File: src/rtl/sar_accel_pkg.sv
package sar_accel_pkg;

   // Width of a counter that must hold the values 0 .. n
   function automatic int unsigned cnt_width(input int unsigned n);
      int unsigned w;
      w = 1;
      while ((1 << w) <= n) w++;
      return w;
   endfunction

   // Mask with ones over [lsb +: width] inside a data word of dw bits
   function automatic logic [63:0] field_mask(input int unsigned lsb,
                                              input int unsigned width);
      logic [63:0] m;
      m = '0;
      for (int unsigned i = 0; i < width; i++) m[lsb + i] = 1'b1;
      return m;
   endfunction

endpackage

File: src/rtl/sar_step_ctr.sv
module sar_step_ctr #(
   parameter int unsigned CODE_W = 6,
   localparam int unsigned STEP_W = sar_accel_pkg::cnt_width(CODE_W)
) (
   input  logic              clk,
   input  logic              rst_n,
   input  logic              start,
   input  logic              adv,
   output logic [STEP_W-1:0] step,
   output logic              done
);

   localparam logic [STEP_W-1:0] LAST = STEP_W'(CODE_W);

   logic last_step;
   assign last_step = (step == LAST);

   always_ff @(posedge clk or negedge rst_n) begin
      if (!rst_n) begin
         step <= '0;
         done <= 1'b0;
      end else if (start) begin
         step <= '0;
         done <= 1'b0;
      end else if (adv) begin
         if (last_step) begin
            step <= '0;
            done <= 1'b1;
         end else begin
            step <= step + 1'b1;
            if (step == '0) done <= 1'b0;
         end
      end
   end


   step_range_chk: assert property (@(posedge clk) disable iff (!rst_n)
      step <= LAST);


   step_adv_chk: assert property (@(posedge clk) disable iff (!rst_n)
      (adv && !start && !last_step) |=> (step == $past(step) + 1'b1));


   step_hold_chk: assert property (@(posedge clk) disable iff (!rst_n)
      (!adv && !start) |=> $stable(step));


   done_rise_chk: assert property (@(posedge clk) disable iff (!rst_n)
      $rose(done) |-> ($past(step) == LAST && $past(adv)));


   start_clear_chk: assert property (@(posedge clk) disable iff (!rst_n)
      start |=> (step == '0 && !done));


   done_fall_chk: assert property (@(posedge clk) disable iff (!rst_n)
      $fell(done) |-> ($past(start) || ($past(adv) && $past(step) == '0)));

endmodule

File: src/rtl/sar_bit_mask.sv
module sar_bit_mask #(
   parameter int unsigned CODE_W = 6,
   localparam int unsigned STEP_W = sar_accel_pkg::cnt_width(CODE_W)
) (
   input  logic [STEP_W-1:0] step,
   output logic              first,
   output logic [CODE_W-1:0] res_mask,
   output logic [CODE_W-1:0] trial_mask
);

   assign first = (step == '0);

   for (genvar i = 0; i < CODE_W; i++) begin : g_bit
      // bit i is settled on step CODE_W - i, and put on trial one step earlier
      localparam logic [STEP_W-1:0] RES_S   = STEP_W'(CODE_W - i);
      localparam logic [STEP_W-1:0] TRIAL_S = STEP_W'(CODE_W - 1 - i);
      assign res_mask[i]   = (step == RES_S);
      assign trial_mask[i] = (step == TRIAL_S);
   end


   mask_onehot_chk: assert final ($onehot0(res_mask) && $onehot0(trial_mask));

endmodule

File: src/rtl/sar_data_merge.sv
module sar_data_merge #(
   parameter int unsigned DATA_W   = 8,
   parameter int unsigned CODE_W   = 6,
   parameter int unsigned CODE_LSB = 0
) (
   input  logic [DATA_W-1:0] raw,
   input  logic              apply,
   input  logic              first,
   input  logic              keep,
   input  logic [CODE_W-1:0] res_mask,
   input  logic [CODE_W-1:0] trial_mask,
   output logic [DATA_W-1:0] merged
);

   localparam int unsigned CODE_MSB = CODE_LSB + CODE_W - 1;

   logic [CODE_W-1:0] code_in;
   logic [CODE_W-1:0] code_out;
   logic [CODE_W-1:0] drop;

   assign code_in = raw[CODE_MSB:CODE_LSB];
   assign drop    = res_mask & {CODE_W{~keep}};

   always_comb begin
      if (first) code_out = trial_mask;
      else       code_out = (code_in & ~drop) | trial_mask;
   end

   // lower pass-through slice exists only when the code field is offset
   if (CODE_LSB > 0) begin : g_low
      assign merged[CODE_LSB-1:0] = raw[CODE_LSB-1:0];
   end

   // upper pass-through slice exists only when the field stops short of the top
   if (CODE_MSB < DATA_W - 1) begin : g_high
      assign merged[DATA_W-1:CODE_MSB+1] = raw[DATA_W-1:CODE_MSB+1];
   end

   assign merged[CODE_MSB:CODE_LSB] = apply ? code_out : code_in;

endmodule

File: src/rtl/sar_bus_accel.sv
module sar_bus_accel #(
   parameter int unsigned ADDR_W   = 8,
   parameter int unsigned DATA_W   = 8,
   parameter int unsigned CODE_W   = 6,
   parameter int unsigned CODE_LSB = 0,
   parameter logic [ADDR_W-1:0] DAC_ADDR = 8'h3C
) (
   input  logic              clk,
   input  logic              rst_n,
   input  logic              enable,
   input  logic              start,
   input  logic              cmp_in,
   input  logic              cmp_invert,
   input  logic [ADDR_W-1:0] io_addr,
   input  logic              io_rd,
   input  logic              io_wr,
   input  logic [DATA_W-1:0] io_wdata,
   input  logic [DATA_W-1:0] io_rdata_in,
   output logic [DATA_W-1:0] io_rdata,
   output logic [DATA_W-1:0] dac_q,
   output logic              sar_done
);

   localparam int unsigned STEP_W = sar_accel_pkg::cnt_width(CODE_W);
   localparam logic [DATA_W-1:0] CODE_MASK =
      DATA_W'(sar_accel_pkg::field_mask(CODE_LSB, CODE_W));

   if (CODE_W < 2) begin : g_bad_code
      $error("CODE_W must be at least 2");
   end
   if (CODE_LSB + CODE_W > DATA_W) begin : g_bad_field
      $error("code field does not fit in the data word");
   end
   if (DATA_W > 64) begin : g_bad_data
      $error("DATA_W above 64 is not supported");
   end

   logic              hit;
   logic              accel_rd;
   logic              keep;
   logic              first;
   logic [STEP_W-1:0] step;
   logic [CODE_W-1:0] res_mask;
   logic [CODE_W-1:0] trial_mask;
   logic [DATA_W-1:0] merged;

   assign hit      = (io_addr == DAC_ADDR);
   assign accel_rd = io_rd && hit && enable;
   assign keep     = cmp_in ^ cmp_invert;

   always_ff @(posedge clk or negedge rst_n) begin
      if (!rst_n)             dac_q <= '0;
      else if (io_wr && hit)  dac_q <= io_wdata;
   end

   sar_step_ctr #(.CODE_W(CODE_W)) u_ctr (
      .clk   (clk),
      .rst_n (rst_n),
      .start (start),
      .adv   (accel_rd),
      .step  (step),
      .done  (sar_done)
   );

   sar_bit_mask #(.CODE_W(CODE_W)) u_mask (
      .step       (step),
      .first      (first),
      .res_mask   (res_mask),
      .trial_mask (trial_mask)
   );

   sar_data_merge #(
      .DATA_W   (DATA_W),
      .CODE_W   (CODE_W),
      .CODE_LSB (CODE_LSB)
   ) u_merge (
      .raw        (dac_q),
      .apply      (accel_rd),
      .first      (first),
      .keep       (keep),
      .res_mask   (res_mask),
      .trial_mask (trial_mask),
      .merged     (merged)
   );

   assign io_rdata = hit ? merged : io_rdata_in;


   foreign_pass_chk: assert property (@(posedge clk) disable iff (!rst_n)
      (io_rd && !hit) |-> (io_rdata == io_rdata_in));


   disabled_pass_chk: assert property (@(posedge clk) disable iff (!rst_n)
      (io_rd && hit && !enable) |-> (io_rdata == dac_q));


   outside_keep_chk: assert property (@(posedge clk) disable iff (!rst_n)
      accel_rd |-> ((io_rdata & ~CODE_MASK) == (dac_q & ~CODE_MASK)));


   two_bit_chk: assert property (@(posedge clk) disable iff (!rst_n)
      (accel_rd && step != '0) |-> ($countones(io_rdata ^ dac_q) <= 2));


   write_store_chk: assert property (@(posedge clk) disable iff (!rst_n)
      (io_wr && hit) |=> (dac_q == $past(io_wdata)));

endmodule

File: config.mk
export PLATFORM = sky130hd
export DESIGN_NAME = sar_bus_accel
export DESIGN_NICKNAME = d
export VERILOG_FILES = /design/src/rtl/sar_accel_pkg.sv /design/src/rtl/sar_step_ctr.sv /design/src/rtl/sar_bit_mask.sv /design/src/rtl/sar_data_merge.sv /design/src/rtl/sar_bus_accel.sv
export SDC_FILE = /design/constraint.sdc
export NUM_CORES = 1
export LEC_CHECK = 0
export ABC_AREA = 0
export BUFFER_PORTS_ARGS = -buffer_cell sky130_fd_sc_hd__buf_2
export CAP_MARGIN = 20
export CORE_AREA = 2 2 56 42
export DETAILED_ROUTE_END_ITERATION = 8
export DIE_AREA = 0 0 58 44
export GPL_TIMING_DRIVEN = 0
export PLACE_DENSITY = 0.76
export SETUP_SLACK_MARGIN = 0.5
export SLEW_MARGIN = 20
export SYNTH_ARGS = -nofsm -noshare
export SYNTH_HDL_FRONTEND = slang
export SYNTH_SLANG_ARGS = --single-unit
File: constraint.sdc
create_clock -name clk -period 2.2 [get_ports clk]
set_input_delay 0.22 -clock clk [delete_from_list [all_inputs] [get_ports clk]]
set_output_delay 0.22 -clock clk [all_outputs]
set_load 0.01 [all_outputs]
==> summary.txt, run 1 <==
Synth
  • Ys flop type: dfrtp_1
  • Cell with the most instances after synthesis: dfrtp_1
  • Synthesized Nets: 117
  • Post-Synth XOR/XNOR Area: 1.11%
  • Largest family of logic cells by synthesized area: simple AND/OR/NAND/NOR gates
  • Mux cell area share after synthesis: 19.7%
  • Area leader, netlist: dfrtp_1
  • Synth unique cells: 28
  • Yosys top cell area share: 38.1%
  • Syn avg cell area: 9.38 µm²
  • Compound-cell area share of the yosys netlist: 14.8%
  • Sequential element share of the synthesized area: 38.1%
  • Adder-cell share of the synthesized area: 1.59%
  • Simple-gate area share of the yosys netlist: 21.3%
  • Mapped Area: 788 µm²
  • Post-synth EDFFs: 0
  • Ys Warns: 0
  • Most frequent cells after synthesis: dfrtp_1, mux2_2, a21oi_1
  • Async SR Flop Fraction: 100%
  • #FFs+latches synth: 12
  • Cells after synthesis: 84
  • Top cells by area, synth: dfrtp_1, mux2_2, a21oi_1

STA
  • Worst Skew: 0.00192 ns
  • Setup TNS: 0 ns
  • Minimum clock period: 2.00 ns
  • Worst-margin pin slew: 0.451 ns
  • RSZ-0062 raised after global routing: yes
  • Tcrit/Tclk final: 90.8%
  • Fmax achieved: 500 MHz
  • Max Slew Vio Count: 0
  • Slew headroom: 69.8%
  • Final hold vios: 0
  • Final setup vio count: 0

Clock tree
  • Clock slew at reported path FFs: 0.08 ns
  • Htree depth: 1
  • Max Buffers Root-to-Sink: 2
  • CTS tree: done
  • Root buffer cell: clkbuf_4
  • CTS sink cnt: 12
  • Skew-Pair Late Insertion Delay: 0.28 ns
  • CTS Buf Count: 3

Worst setup path
  • Worst R2R Path Depth: 6
  • CP Max Fanout: 2
  • Crit start category: flip-flop
  • Crit path kind: flip-flop to primary output
  • Setup slack, reg-to-reg: 0.72 ns
  • Worst path required time: 1.98 ns
  • RR Startpoint: u_ctr.step[0]$_DFFE_PN0P_
  • Crit. End Element: primary output
  • Crit. Startpoint: u_ctr.step[0]$_DFFE_PN0P_
  • Arrival time worst endpoint: 1.78 ns

Floorplan
  • DIE HEIGHT: 44 µm
  • Die W: 58 µm
  • Area of the core: 2030 µm²
  • Ports: 49
  • Row cnt: 14
  • Initial Utilization: 38.8%
  • Die area: 2550 µm²

Placement
  • Placer Congestion: 0.943
  • Post-detail-place hpwl: 1700 µm
  • PortBufs: 48
  • Placed Cells: 156

GRT
  • All-Layer GR Usage: 19.9%
  • Initial antenna violation count: 0
  • Vias in the first global route: 836
  • Largest net degree at the start of global routing: 13
  • GRT Residual Overflow: 0
  • Global-route wire length before repair: 3720 µm

Min path
  • Source of the worst hold timing path: start
  • Hold crit path type: input port to flip-flop
  • Hold path cells: 2

Power and ir drop
  • Leakage power: 0.675 nW
  • PD cells: 402 nW/µm²
  • Max VDD drop: 0.422 mV

Cells and area
  • Antenna diodes: 0
  • Layout cells sized above 1: 61.1%
  • Layout area overhead: 61.4%
  • Fill cells: 190
  • Layout Nets: 183
  • Final Non-Filler Cells: 173
  • Final core utilization: 62.6%

Routing
  • 1st-iter DRT viols: 46
  • WL per Instance: 15.0 µm
  • Final ANT Viol Nets: 0
  • Vias per Instance: 5.36
  • Final WL: 2590 µm
  • Via Count: 928
  • Remaining DRCs: 0
  • Router iterations before antenna repair: 7

Status
  • Status: finished clean

Job
  • Max-cap viol count: 0
## cells by family after synthesis
logic type      Yosys count
compound gates           19
xor+xnor                  1
fa+ha+maj                 1
buf+inv                   7
flops                    12
mux                      14
simple gates             30
## metrics by stage
step                      hold slack (ns)  cell area (µm²)  power (mW)  setup WS, ns
after CTS                           0.143             1210       0.513         0.228
final                               0.159             1270       0.512         0.201
after global placement              0.118             1060       0.325         0.236
after global routing                0.136             1270       0.541         0.107
after floorplan                   -0.0756              788       0.274         0.522
after detailed placement            0.120             1060       0.328         0.254
## layout by cell type, fill, tap and decap left out, types with 3 or more instances in the layout
master	n
o41ai_1	3
nand2_1	6
dfrtp_1	11
or3_1	3
buf_6	4
buf_2	47
buf_4	10
clkbuf_4	3
nor2_1	7
clkbuf_8	3
a21oi_1	7
mux2_2	10
## power by group
part	switching (mW)	total (mW)	internal (mW)	leakage [nW]
Clock	0.0804	0.181	0.101	0.0210
Sequential	0.00662	0.234	0.227	0.165
Combinational	0.0462	0.0968	0.0506	0.490
Total	0.133	0.512	0.379	0.675
## worst max-delay path, stage by stage, from the launching register on
cell and delay, ns:
dfrtp_1 0.36, clkbuf_8 0.13, inv_2 0.03, nor2_1 0.10
ha_2 0.19, nand3_2 0.09, o21ai_2 0.11, mux2i_1 0.08
mux2_4 0.28, buf_6 0.12
## flip-flops by register name, indices dropped and copies added, names as in the netlist
signal	flops
u_ctr.step	3
u_ctr.done	1
dac_q	8
## area by class of cell
type | count | area, µm² | area share (%)
Buffer | 3 | 35.0 | 2.75
Clock buffer | 4 | 36.3 | 2.85
Inverter | 4 | 15.0 | 1.18
Multi-Input combinational cell | 65 | 497 | 39.0
Sequential cell | 12 | 302 | 23.7
Tap cell | 24 | 30.0 | 2.36
Timing Repair Buffer | 61 | 358 | 28.1
## final timing paths
| check | endpoint |
|---|---|
| hold reg to reg | dac_q[7]$_DFFE_PN0P_ |
| hold / removal | u_ctr.step[2]$_DFFE_PN0P_ |
| setup reg to reg | u_ctr.step[2]$_DFFE_PN0P_ |
| setup / recovery | io_rdata[3] |
| max in group asynchronous | u_ctr.step[1]$_DFFE_PN0P_ |
| min in group asynchronous | dac_q[5]$_DFFE_PN0P_ |
## repair_timing
item | in CTS | in global routing
hold buffers | 1 | 0
setup buffers | 7 | 5
setup endpoints to repair | 7 | 7
resized for setup | 18 | 7
pin swaps | 8 | 8
hold endpoints to repair | 12 | 0
## routing by layer
layer / vias up / global-route usage [%] / share of wire (%) / wire, µm
li1: 441 / - / - / -
met1: 430 / 22.9 / 39 / 1020
met2: 53 / 35.7 / 51 / 1310
met3: 4 / 7.16 / 8.6 / 222
met4: 0 / 4.19 / 1.2 / 30
met5: - / 0 / 0 / 0
No activity file was read; power rests on OpenSTA's default activity.
==> inputs of run 2 (changes only) <==
- RECOVER_POWER: not set -> 25
==> run 2 against run 1 <==
  * Global-route usage unchanged
  * Worst hold slack got worse by 0.0014 ns
  * Worst setup slack improved by 0.0015 ns
  * Sequential power about the same
  * Via count increased by 1.5%
  * Sequential share of layout area about the same
  * Critical path depth unchanged
  * Final area about the same
  * Utilization decreased by 0.062 points
  * Highest routed layer is now met3
==> summary.txt, run 2 (same netlist as run 1, synthesis figures left out) <==
Worst setup path
  • Worst path required time: 1.98 ns
  • Worst R2R Path Depth: 6
  • Reg-to-reg endpoint: u_ctr.step[2]$_DFFE_PN0P_
  • Crit start category: flip-flop
  • Setup slack, reg-to-reg: 0.73 ns
  • Arrival time worst endpoint: 1.78 ns
  • Crit path kind: flip-flop to primary output
  • Crit. Startpoint: u_ctr.step[0]$_DFFE_PN0P_
  • Setup crit end: io_rdata[3]
  • Crit. End Element: primary output
  • RR Startpoint: u_ctr.step[0]$_DFFE_PN0P_
  • CP Max Fanout: 2

Routing
  • Vias per Instance: 5.45
  • 1st-iter DRT viols: 47
  • Router iterations before antenna repair: 7
  • Via Count: 942
  • WL per Instance: 15.0 µm
  • Final ANT Viol Nets: 0
  • Final WL: 2590 µm
  • Remaining DRCs: 0

Cells and area
  • Most common cell after layout, fill and taps aside: buf_2
  • Layout cells sized above 1: 60.4%
  • Final core utilization: 62.6%
  • Registers with the most flip-flops: dac_q x8, u_ctr.step x3, u_ctr.done x1
  • Antenna diodes: 0
  • Layout area overhead: 61.3%
  • Layout Nets: 183
  • Top reg by flops: dac_q
  • Max reg flops: 8
  • Leading cell types in the layout, fill and taps excluded: buf_2, dfrtp_1, buf_4, mux2_2

Placement
  • PortBufs: 48
  • Placer Congestion: 0.943
  • Post-detail-place hpwl: 1700 µm

STA
  • Setup TNS: 0 ns
  • Slew headroom: 52.3%
  • Worst Skew: 0.000502 ns
  • Worst-margin pin slew: 0.716 ns
  • Minimum clock period: 2.00 ns
  • Tcrit/Tclk final: 90.8%
  • Final setup vio count: 0
  • Final hold vios: 0
  • Max Slew Vio Count: 0
  • Fmax achieved: 501 MHz
  • RSZ-0062 raised after global routing: yes

Power and ir drop
  • Leakage power: 0.672 nW
  • Total power: 0.511 mW
  • Max VDD drop: 0.422 mV
  • PD cells: 402 nW/µm²

Floorplan
  • Ports: 49
  • Initial Utilization: 38.8%
  • Die W: 58 µm
  • Area of the core: 2030 µm²
  • Row cnt: 14
  • Die area: 2550 µm²
  • DIE HEIGHT: 44 µm

GRT
  • GRT Residual Overflow: 0
  • Global-route wire length before repair: 3720 µm
  • Vias in the first global route: 836
  • Largest net degree at the start of global routing: 13
  • Initial antenna violation count: 0
  • All-Layer GR Usage: 19.9%

Clock tree
  • CTS Buf Count: 3
  • Max Buffers Root-to-Sink: 2
  • Clock slew at reported path FFs: 0.08 ns
  • Root buffer cell: clkbuf_4
  • Htree depth: 1
  • Skew-Pair Late Insertion Delay: 0.28 ns
  • CTS sink cnt: 12
  • CTS tree: done

Status
  • Status: finished clean

Job
  • Max-cap viol count: 0

Min path
  • Source of the worst hold timing path: start
  • Hold crit path type: input port to flip-flop
[run 2: cell count changes in the layout (fill, tap and decap cells not counted), sizes merged]
cell    previous run  this run
clkbuf             6         7
buf               61        60
[run 2: cell type report]
type,count,area [µm²]
Buffer,3,35.0
Clock buffer,4,36.3
Fill cell,191,761
Inverter,4,15.0
Multi-Input combinational cell,65,497
Sequential cell,12,302
Tap cell,24,30.0
Timing Repair Buffer,61,357
[run 2: what timing repair did]
item,in CTS,in global routing
setup buffers,7,5
resized for setup,18,7
pin swaps,8,8
hold buffers,1,0
setup endpoints to repair,7,7
endpoints found under the hold margin,12,0
[run 2: worst min path at each step]
stage / endpoint / slack (ns) / cells after the start
after detailed placement: dac_q[4]$_DFFE_PN0P_ / 0.12 / 1
final: u_ctr.step[2]$_DFFE_PN0P_ / 0.16 / 2
after floorplan: dac_q[0]$_DFFE_PN0P_ / -0.08 / 0
after global routing: u_ctr.step[2]$_DFFE_PN0P_ / 0.14 / 2
after global placement: dac_q[5]$_DFFE_PN0P_ / 0.12 / 1
after CTS: u_ctr.step[2]$_DFFE_PN0P_ / 0.14 / 2
[run 2: critical path: stages, from the launching register on]
cell and delay (ns):
dfrtp_1 0.36, clkbuf_8 0.13, inv_2 0.03, nor2_1 0.10, ha_2 0.19, nand3_2 0.10, o21ai_2 0.11, mux2i_1 0.08
mux2_4 0.28, buf_6 0.12
[run 2: metrics by stage]
step	cell area [µm²]	worst slack [ns]	std cells	hold WS (ns)
floorplan	788	0.522	84	-0.0756
global placement	1060	0.236	156	0.118
detailed placement	1060	0.254	156	0.120
CTS	1210	0.228	168	0.143
global route	1270	0.107	173	0.136
finish	1270	0.203	173	0.158
[run 2: metal layers]
layer  wire, µm  GRT usage (%)
met5          0              0
met4          0           4.19
met3        183           7.16
met2       1350           35.7
met1       1060           22.9
[run 2: power breakdown]
part,total (mW),internal (mW),switching [mW]
clock,0.180,0.101,0.0796
sequential,0.234,0.227,0.00661
combinational,0.0966,0.0503,0.0463
total,0.511,0.378,0.133
